$ cat config.mk
export PLATFORM = sky130hd
export DESIGN_NAME = e1feb_counter
export DESIGN_NICKNAME = d
export VERILOG_FILES = /design/src/rtl/e1feb_pkg.sv /design/src/rtl/e1feb_qualify.sv /design/src/rtl/e1feb_accum.sv /design/src/rtl/e1feb_rdport.sv /design/src/rtl/e1feb_counter.sv
export SDC_FILE = /design/constraint.sdc
export NUM_CORES = 1
export LEC_CHECK = 0
export BUFFER_PORTS_ARGS = -buffer_cell sky130_fd_sc_hd__buf_2
export CORE_ASPECT_RATIO = 0.9
export CORE_MARGIN = 2
export CORE_UTILIZATION = 57
export CTS_BUF_LIST = sky130_fd_sc_hd__clkbuf_2 sky130_fd_sc_hd__clkbuf_4 sky130_fd_sc_hd__clkbuf_8
export CTS_CLUSTER_DIAMETER = 200
export CTS_CLUSTER_SIZE = 28
export DETAILED_ROUTE_END_ITERATION = 16
export PLACE_DENSITY = 0.9
export REMOVE_ABC_BUFFERS = 1
export SKIP_LAST_GASP = 1
export SLEW_MARGIN = 5
export SYNTH_ARGS = -nofsm -noshare
export SYNTH_HDL_FRONTEND = slang
export SYNTH_SLANG_ARGS = --single-unit
$ cat constraint.sdc
create_clock -name clk -period 2.1 [get_ports clk]
set_input_delay 0.42 -clock clk [delete_from_list [all_inputs] [get_ports clk]]
set_output_delay 0.42 -clock clk [all_outputs]
set_load 0.01 [all_outputs]
$ cat src/rtl/e1feb_pkg.sv
package e1feb_pkg;

    localparam int unsigned FRAME_IDX_W = 4;

    typedef struct packed {
        logic                   strobe;
        logic [FRAME_IDX_W-1:0] idx;
        logic                   bit1;
    } ts0_sample_t;

    typedef struct packed {
        logic e1_mode;
        logic fas_ok;
        logic crc_ok;
        logic cas_ok;
    } sync_state_t;

    function automatic logic is_ebit_slot(
        input logic [FRAME_IDX_W-1:0] idx,
        input logic [FRAME_IDX_W-1:0] slot_a,
        input logic [FRAME_IDX_W-1:0] slot_b
    );
        return (idx == slot_a) || (idx == slot_b);
    endfunction

endpackage

$ cat src/rtl/e1feb_qualify.sv
module e1feb_qualify
    import e1feb_pkg::*;
#(
    parameter int unsigned SLOT_A           = 13,
    parameter int unsigned SLOT_B           = 15,
    parameter bit          CAS_LOSS_FREEZES = 1'b0
) (
    input  ts0_sample_t sample,
    input  sync_state_t sync,
    output logic        err_hit
);

    localparam logic [FRAME_IDX_W-1:0] SLOT_A_L = FRAME_IDX_W'(SLOT_A);
    localparam logic [FRAME_IDX_W-1:0] SLOT_B_L = FRAME_IDX_W'(SLOT_B);

    logic sync_allows;
    logic at_ebit;

    generate
        if (CAS_LOSS_FREEZES) begin : g_cas_gate
            assign sync_allows = sync.e1_mode & sync.fas_ok & sync.crc_ok & sync.cas_ok;
        end else begin : g_cas_free
            logic cas_ignored;
            assign cas_ignored = sync.cas_ok | 1'b1;
            assign sync_allows = sync.e1_mode & sync.fas_ok & sync.crc_ok & cas_ignored;
        end
    endgenerate

    always_comb begin
        at_ebit = sample.strobe && is_ebit_slot(sample.idx, SLOT_A_L, SLOT_B_L);
        err_hit = sync_allows && at_ebit && !sample.bit1;
    end

endmodule

$ cat src/rtl/e1feb_accum.sv
module e1feb_accum #(
    parameter int unsigned CNT_W = 16
) (
    input  logic             clk,
    input  logic             rst,
    input  logic             err_hit,
    input  logic             sec_stb,
    output logic [CNT_W-1:0] run_cnt,
    output logic [CNT_W-1:0] hold_cnt
);

    localparam logic [CNT_W-1:0] ONE = CNT_W'(1);

    always_ff @(posedge clk) begin
        if (rst) begin
            run_cnt  <= '0;
            hold_cnt <= '0;
        end else if (sec_stb) begin
            hold_cnt <= run_cnt;
            run_cnt  <= err_hit ? ONE : '0;
        end else if (err_hit) begin
            run_cnt  <= run_cnt + ONE;
        end
    end

endmodule

$ cat src/rtl/e1feb_rdport.sv
module e1feb_rdport #(
    parameter int unsigned CNT_W     = 16,
    parameter int unsigned BYTE_W    = 8,
    parameter int unsigned ADDR_W    = 8,
    parameter int unsigned BASE_ADDR = 'h48
) (
    input  logic              clk,
    input  logic              rst,
    input  logic              rd_en,
    input  logic [ADDR_W-1:0] rd_addr,
    input  logic [CNT_W-1:0]  hold_cnt,
    output logic [BYTE_W-1:0] rd_data
);

    localparam int unsigned       NBYTES = CNT_W / BYTE_W;
    localparam logic [ADDR_W-1:0] BASE_L = ADDR_W'(BASE_ADDR);

    logic [BYTE_W-1:0] byte_lane [NBYTES];
    logic [ADDR_W-1:0] offset;
    logic [BYTE_W-1:0] sel_byte;

    generate
        for (genvar g = 0; g < NBYTES; g++) begin : g_lane
            assign byte_lane[g] = hold_cnt[g*BYTE_W +: BYTE_W];
        end
    endgenerate

    always_comb begin
        offset   = rd_addr - BASE_L;
        sel_byte = '0;
        for (int k = 0; k < NBYTES; k++) begin
            if (offset == ADDR_W'(k)) begin
                sel_byte = byte_lane[NBYTES-1-k];
            end
        end
    end

    always_ff @(posedge clk) begin
        if (rst) begin
            rd_data <= '0;
        end else begin
            rd_data <= rd_en ? sel_byte : '0;
        end
    end

endmodule

$ cat src/rtl/e1feb_counter.sv
module e1feb_counter
    import e1feb_pkg::*;
#(
    parameter int unsigned CNT_W            = 16,
    parameter int unsigned BYTE_W           = 8,
    parameter int unsigned ADDR_W           = 8,
    parameter int unsigned BASE_ADDR        = 'h48,
    parameter int unsigned SLOT_A           = 13,
    parameter int unsigned SLOT_B           = 15,
    parameter bit          CAS_LOSS_FREEZES = 1'b0
) (
    input  logic                   clk,
    input  logic                   rst,
    input  logic                   e1_mode,
    input  logic                   fas_sync,
    input  logic                   crc4_sync,
    input  logic                   cas_sync,
    input  logic                   frm_stb,
    input  logic [FRAME_IDX_W-1:0] frm_idx,
    input  logic                   ts0_bit1,
    input  logic                   sec_stb,
    input  logic                   rd_en,
    input  logic [ADDR_W-1:0]      rd_addr,
    output logic [BYTE_W-1:0]      rd_data
);

    ts0_sample_t      sample;
    sync_state_t      sync;
    logic             err_hit;
    logic [CNT_W-1:0] run_cnt;
    logic [CNT_W-1:0] hold_cnt;

    always_comb begin
        sample.strobe = frm_stb;
        sample.idx    = frm_idx;
        sample.bit1   = ts0_bit1;
        sync.e1_mode  = e1_mode;
        sync.fas_ok   = fas_sync;
        sync.crc_ok   = crc4_sync;
        sync.cas_ok   = cas_sync;
    end

    e1feb_qualify #(
        .SLOT_A           (SLOT_A),
        .SLOT_B           (SLOT_B),
        .CAS_LOSS_FREEZES (CAS_LOSS_FREEZES)
    ) qual_i (
        .sample  (sample),
        .sync    (sync),
        .err_hit (err_hit)
    );

    e1feb_accum #(
        .CNT_W (CNT_W)
    ) accum_i (
        .clk      (clk),
        .rst      (rst),
        .err_hit  (err_hit),
        .sec_stb  (sec_stb),
        .run_cnt  (run_cnt),
        .hold_cnt (hold_cnt)
    );

    e1feb_rdport #(
        .CNT_W     (CNT_W),
        .BYTE_W    (BYTE_W),
        .ADDR_W    (ADDR_W),
        .BASE_ADDR (BASE_ADDR)
    ) rdport_i (
        .clk      (clk),
        .rst      (rst),
        .rd_en    (rd_en),
        .rd_addr  (rd_addr),
        .hold_cnt (hold_cnt),
        .rd_data  (rd_data)
    );

endmodule

-- After elaboration in Yosys (flattened, before gate mapping)
Index checks and enable logic that the tools add are counted.
Widths: inputs -> output; s select.
- register bits: 40
- latch bits: 0
- bits in writable memories: 0
- bits in read-only memories: 0
- output and inout bits: 8
- logic and storage cells: 24
- memories kept: 0
- add/subtract/negate cells: 2
- $mul: 0
- divide/modulo/power cells: 0
- $lt $le $gt $ge: 0
- equality and inequality tests: 3
- shift-type cells: 0
- mux-type cells: 5
- bitwise operators: 3
- reduce and logical (&&, ||, !) cells: 8
- operator list (kind ; number):
    $mux 16 ; 2
    $add 16x1->16 const B ; 1
    $mux 8 ; 2
    $eq 4x4->1 const B ; 2
    $eq 8x1->1 const B ; 1
    $logic_not 8->1 ; 1
    $sub 8x7->8 const B ; 1
    $logic_and 1x1->1 ; 3
    $and 1x1->1 ; 2
    $reduce_bool 2->1 ; 1
    $reduce_or 2->1 ; 1
    $logic_not 1->1 ; 1
    $logic_or 1x1->1 ; 1
    $mux 1 ; 1
    $not 1->1 ; 1

-- Longest topological paths before layout
- word-level depth: 7
- gate-level depth with buffers: 6

-- Hierarchy
A second synthesis with hierarchy kept.
- cell total of the unflattened synthesis: 173
- area total of the unflattened synthesis: 1740.4 um^2
- modules (own cells, without submodules) (module ; times used ; cells each ; area an instance (um^2) ; seq. area each (um^2)):
    e1feb_accum ; 1 ; 136 ; 1320.0 ; 640.6
    e1feb_rdport ; 1 ; 34 ; 401.6 ; 160.2
    e1feb_qualify ; 1 ; 3 ; 18.8 ; 0.0

-- Worst setup path after synthesis
Ideal clock, no wire load.
- kind: input port to flip-flop
- from: input port ts0_bit1
- to: register accum_i.run_cnt[15]
- setup time: 0.071 ns
- data arrival time: 1.801 ns
- data required time: 2.029 ns
- setup slack: 0.228 ns
- stages: 5
- path buffers: 1
- path through: nand4b_4 > or4_1 > buf_2 > or4_1 > a21oi_1
- word-level cells in the longest chain between the ends: 3
- RTL lines (what ; line ; RTL):
    from (decl) ; e1feb_counter.sv:20 ; input logic ts0_bit1,
    $logic_not 1->1 ; e1feb_qualify.sv:31 ; err_hit = sync_allows && at_ebit && !sample.bit1;
    $logic_and 1x1->1 ; e1feb_qualify.sv:31 ;
    $reduce_bool 2->1 (no source line) ; - ;
    to (signal assigned) ; e1feb_accum.sv:20 ; run_cnt <= err_hit ? ONE : '0;
    to (signal assigned) ; e1feb_accum.sv:22 ; run_cnt <= run_cnt + ONE;
    to (decl) ; e1feb_accum.sv:8 ; output logic [CNT_W-1:0] run_cnt,
Every way passes these cells.
A chain may end at the register's enable or synchronous reset.

-- Final worst setup path
- from: register accum_i.run_cnt[4]
- to: register accum_i.run_cnt[15]
- word-level cells in the longest chain between the ends: 3
- RTL lines (what ; line ; RTL):
    $add 16x1->16 ; e1feb_accum.sv:22 ;
    $mux 16 ; e1feb_accum.sv:21 ; end else if (err_hit) begin
    $mux 16 ; e1feb_accum.sv:18 ; end else if (sec_stb) begin
Every way passes these cells. The select of a mux whose other input is x is not followed.

==> summary.md <==
| Metric | Value |
|---|---|
| Reg2Reg Capture Point | accum_i.run_cnt[15]$_SDFFE_PP0P_ |
| Tcrit/Tclk final | 89.1% |
| Mapped cell area | roughly 1700 um2 |
| Synth unique cells | 25 |
| Initial DRC count | 22 |
| Worst Clk Skew | between 0.004 and 0.005 ns |
| Worst R2R Start | accum_i.run_cnt[4]$_SDFFE_PP0P_ |
| Hold Crit Class | in2reg |
| Largest vdd supply drop | around 0.45 mV |
| Slew Viols, Final | 0 |
| Worst-margin pin slew | 0.321 ns |
| Vert. Die Dim | between 50 and 60 um |
| Hold buffer count at cts | 0 |
| Final setup vio count | 0 |
| Final nets | roughly 230 |
| Post-synth EDFFs | 0 |
| Global-route wire length before repair | between 5000 and 6000 um |
| CTS sink count | 40 |
| Port bufs | 27 |
| Reg2reg path depth | 4 |
| Power Density | around 680 nW/um2 |
| Drt wl/cell | about 13 um |
| Setup TNS | 0 ns |
| Inserted Clock Buffers | 5 |
| FILL cells | about 230 |
| Synth Register Bits | 40 |
| R2r setup slk | between 0.2 and 0.25 ns |
| Max-Cap Viols | 0 |
| Initial Utilization | around 60% |
| CTS tree | built |
| RSZ-0062 raised after global routing | no |
| GRT Total Usage | between 20% and 30% |
| Crit path time final | ~1.9 ns |
| Synth cell count leaders | 40 x dfxtp_1, 25 x mux2i_1, 25 x nor2_1 |
| DRT antenna net count | 0 |
| Max Fclk | around 0.53 GHz |
| Initial antenna violation count | 0 |
| Vias in the first global route | 1289 |
| Htree depth | 2 |
| Synth Instances | about 180 |
| Die area | 3380 um2 |
| Layout cells sized above 1 | between 20% and 30% |
| Synth area leaders | dfxtp_1 48%, mux2i_1 15%, nor2_1 5.6%, xnor2_1 3.7%, nor3_1 3.3% |
| Design Area, Final | just under 2000 um2 |
| Synth warn | 0 |
| Synth top area share | 48.0% |
| Gr ovfl total | 0 |
| Final hold vios | 0 |
| Gpl congestion | a little under 0.9 |
| Post-cts resize count | 0 |
| Met3 wire len | between 150 and 200 um |
| Residual DRC | 0 |
| Critical path startpoint category | flip-flop |
| CP startpoint | accum_i.run_cnt[4]$_SDFFE_PP0P_ |
| Clk slew on worst S/H paths | about 0.11 ns |
| Die W | 61.0 um |
| Layout area overhead | 16.0% |
| Final wirelength | 3230 um |
| Max Used Layer | met4 |
| FP Rows | 18 |
| CP arrival | 2.14 ns |
| I/O Pins | 30 |
| Outcome | complete, no violations |
| DR WL met2 | ~1600 um |
| Crit. End Element | flip-flop |
| Mean Syn Cell Area | ~9.4 um2 |
| Root Buffer Master | clkbuf_4 |
| Crit path kind | reg2reg |
| Pre-antenna DRT Iters | 4 |
| Placed cell area | approximately 1900 um2 |
| Core area | between 2000 and 3000 um2 |
| Reg area | between 800 and 900 um2 |
| Via density | 5.51 |
| Metal-1 WL | 1420 um |
| Most frequent cell after synthesis | dfxtp_1 |
| Worst EP required | ~2.4 ns |
| Synth Flop Type | dfxtp_1 |
| Post-CTS Repair Setup Buffers | 0 |
| Slew headroom | a little under 80% |
| DP HPWL | roughly 2500 um |
| Via Count | 1373 |
| Async set-reset flop share out of synthesis | 0% |
| Worst Setup EP | accum_i.run_cnt[15]$_SDFFE_PP0P_ |
| Max Buffers Root-to-Sink | 2 |
| Leakage | about 0.77 nW |
| Largest net degree at the start of global routing | 20 |
| Worst-path maximum fanout | 9 |
| Sequential fraction of the synthesis area | 48.0% |
| # diodes | 0 |
| Area leader, netlist | dfxtp_1 |
| Insertion delay to the later sink of the worst-skew pair | roughly 0.33 ns |
| Area taken by multi-input logic gates | just over 800 um2 |
==> metrics by stage <==
step | utilization (%) | hold slack (ns) | total power [mW] | cells | setup slack, ns
after floorplan | - | 0.453 | 0.801 | 169 | 0.230
after global placement | 67.0 | 0.472 | 0.843 | 241 | 0.0979
after detailed placement | 67.0 | 0.483 | 0.845 | 241 | 0.0675
after CTS | 69.9 | 0.441 | 1.33 | 249 | 0.225
after global routing | 69.9 | 0.449 | 1.37 | 249 | 0.109
final | 69.9 | 0.446 | 1.32 | 249 | 0.229
==> power by group <==
group | switching [mW] | leakage, nW | internal, mW
sequential | 0.0000733 | 0.322 | 0.758
combinational | 0.0380 | 0.404 | 0.0306
clock | 0.231 | 0.0456 | 0.263
==> logic make-up (layout without fill, tap and decap cells) <==
family / Yosys count / after routing / share of synthesized area (%)
AO/OA/AOI/OAI: 19 / 19 / 6.07
XOR/XNOR: 7 / 7 / 3.67
adder cells (fa/ha/maj): 2 / 2 / 1.50
buffers and inverters: 15 / 46 / 3.52
flip-flops: 40 / 40 / 48.0
multiplexers: 25 / 25 / 15.0
AND/OR/NAND/NOR: 70 / 70 / 22.3
==> flip-flops by register name (all words and copies together) (netlist names) <==
register / flops
accum_i.run_cnt: 16
accum_i.hold_cnt: 16
rdport_i.rd_data: 8
==> worst min path at each step <==
| stage | to | start | cells after the start | slack (ns) |
|---|---|---|---|---|
| after CTS | accum_i.hold_cnt[9]$_SDFFE_PP0P_ | rst | 2 | 0.44 |
| after floorplan | accum_i.run_cnt[15]$_SDFFE_PP0P_ | accum_i.run_cnt[15]$_SDFFE_PP0P_ | 2 | 0.45 |
| after detailed placement | accum_i.hold_cnt[8]$_SDFFE_PP0P_ | accum_i.hold_cnt[8]$_SDFFE_PP0P_ | 2 | 0.48 |
| after global routing | accum_i.hold_cnt[15]$_SDFFE_PP0P_ | rst | 2 | 0.45 |
| final | accum_i.hold_cnt[9]$_SDFFE_PP0P_ | rst | 2 | 0.45 |
| after global placement | accum_i.hold_cnt[10]$_SDFFE_PP0P_ | accum_i.hold_cnt[10]$_SDFFE_PP0P_ | 2 | 0.47 |
==> cells in the final DEF (no fill, tap or decap) <==
cell type,count
dfxtp_1,40
buf_2,27
nor2_1,25
mux2i_1,25
nor3_1,11
a21oi_1,9
o21ai_0,8
or3_1,7
xnor2_1,7
inv_1,6
nand3_1,6
clkbuf_4,6
nand2_1,5
buf_4,5
nor4_1,3
nor2b_1,3
nand4_1,3
or4_1,3
ha_1,2
o31a_1,1
and4_1,1
nand4b_4,1
nand4_2,1
o31ai_1,1
or2_2,1
clkinv_2,1
bufinv_16,1
==> critical path, stage by stage, from the launching register on <==
cell and delay [ns]:
dfxtp_1 0.43, nand4_1 0.14, or4_1 0.65, or4_1 0.45, a21oi_1 0.14
==> layout make-up <==
cell class	count	share of cell area [%]
sequential	40	41.4
clock inverter	2	1.81
tap	40	2.59
timing repair buffer	32	8.92
clock buffer	6	2.33
multi-input combinational	123	41.8
inverter	6	1.16
==> layer usage <==
layer | track usage (%) | vias up
met5 | 0 | -
met4 | 7.45 | 0
met3 | 5.15 | 7
met2 | 34.8 | 41
met1 | 24.6 | 638
li1 | - | 687
Note: power is estimated with default switching activity, not from simulation.
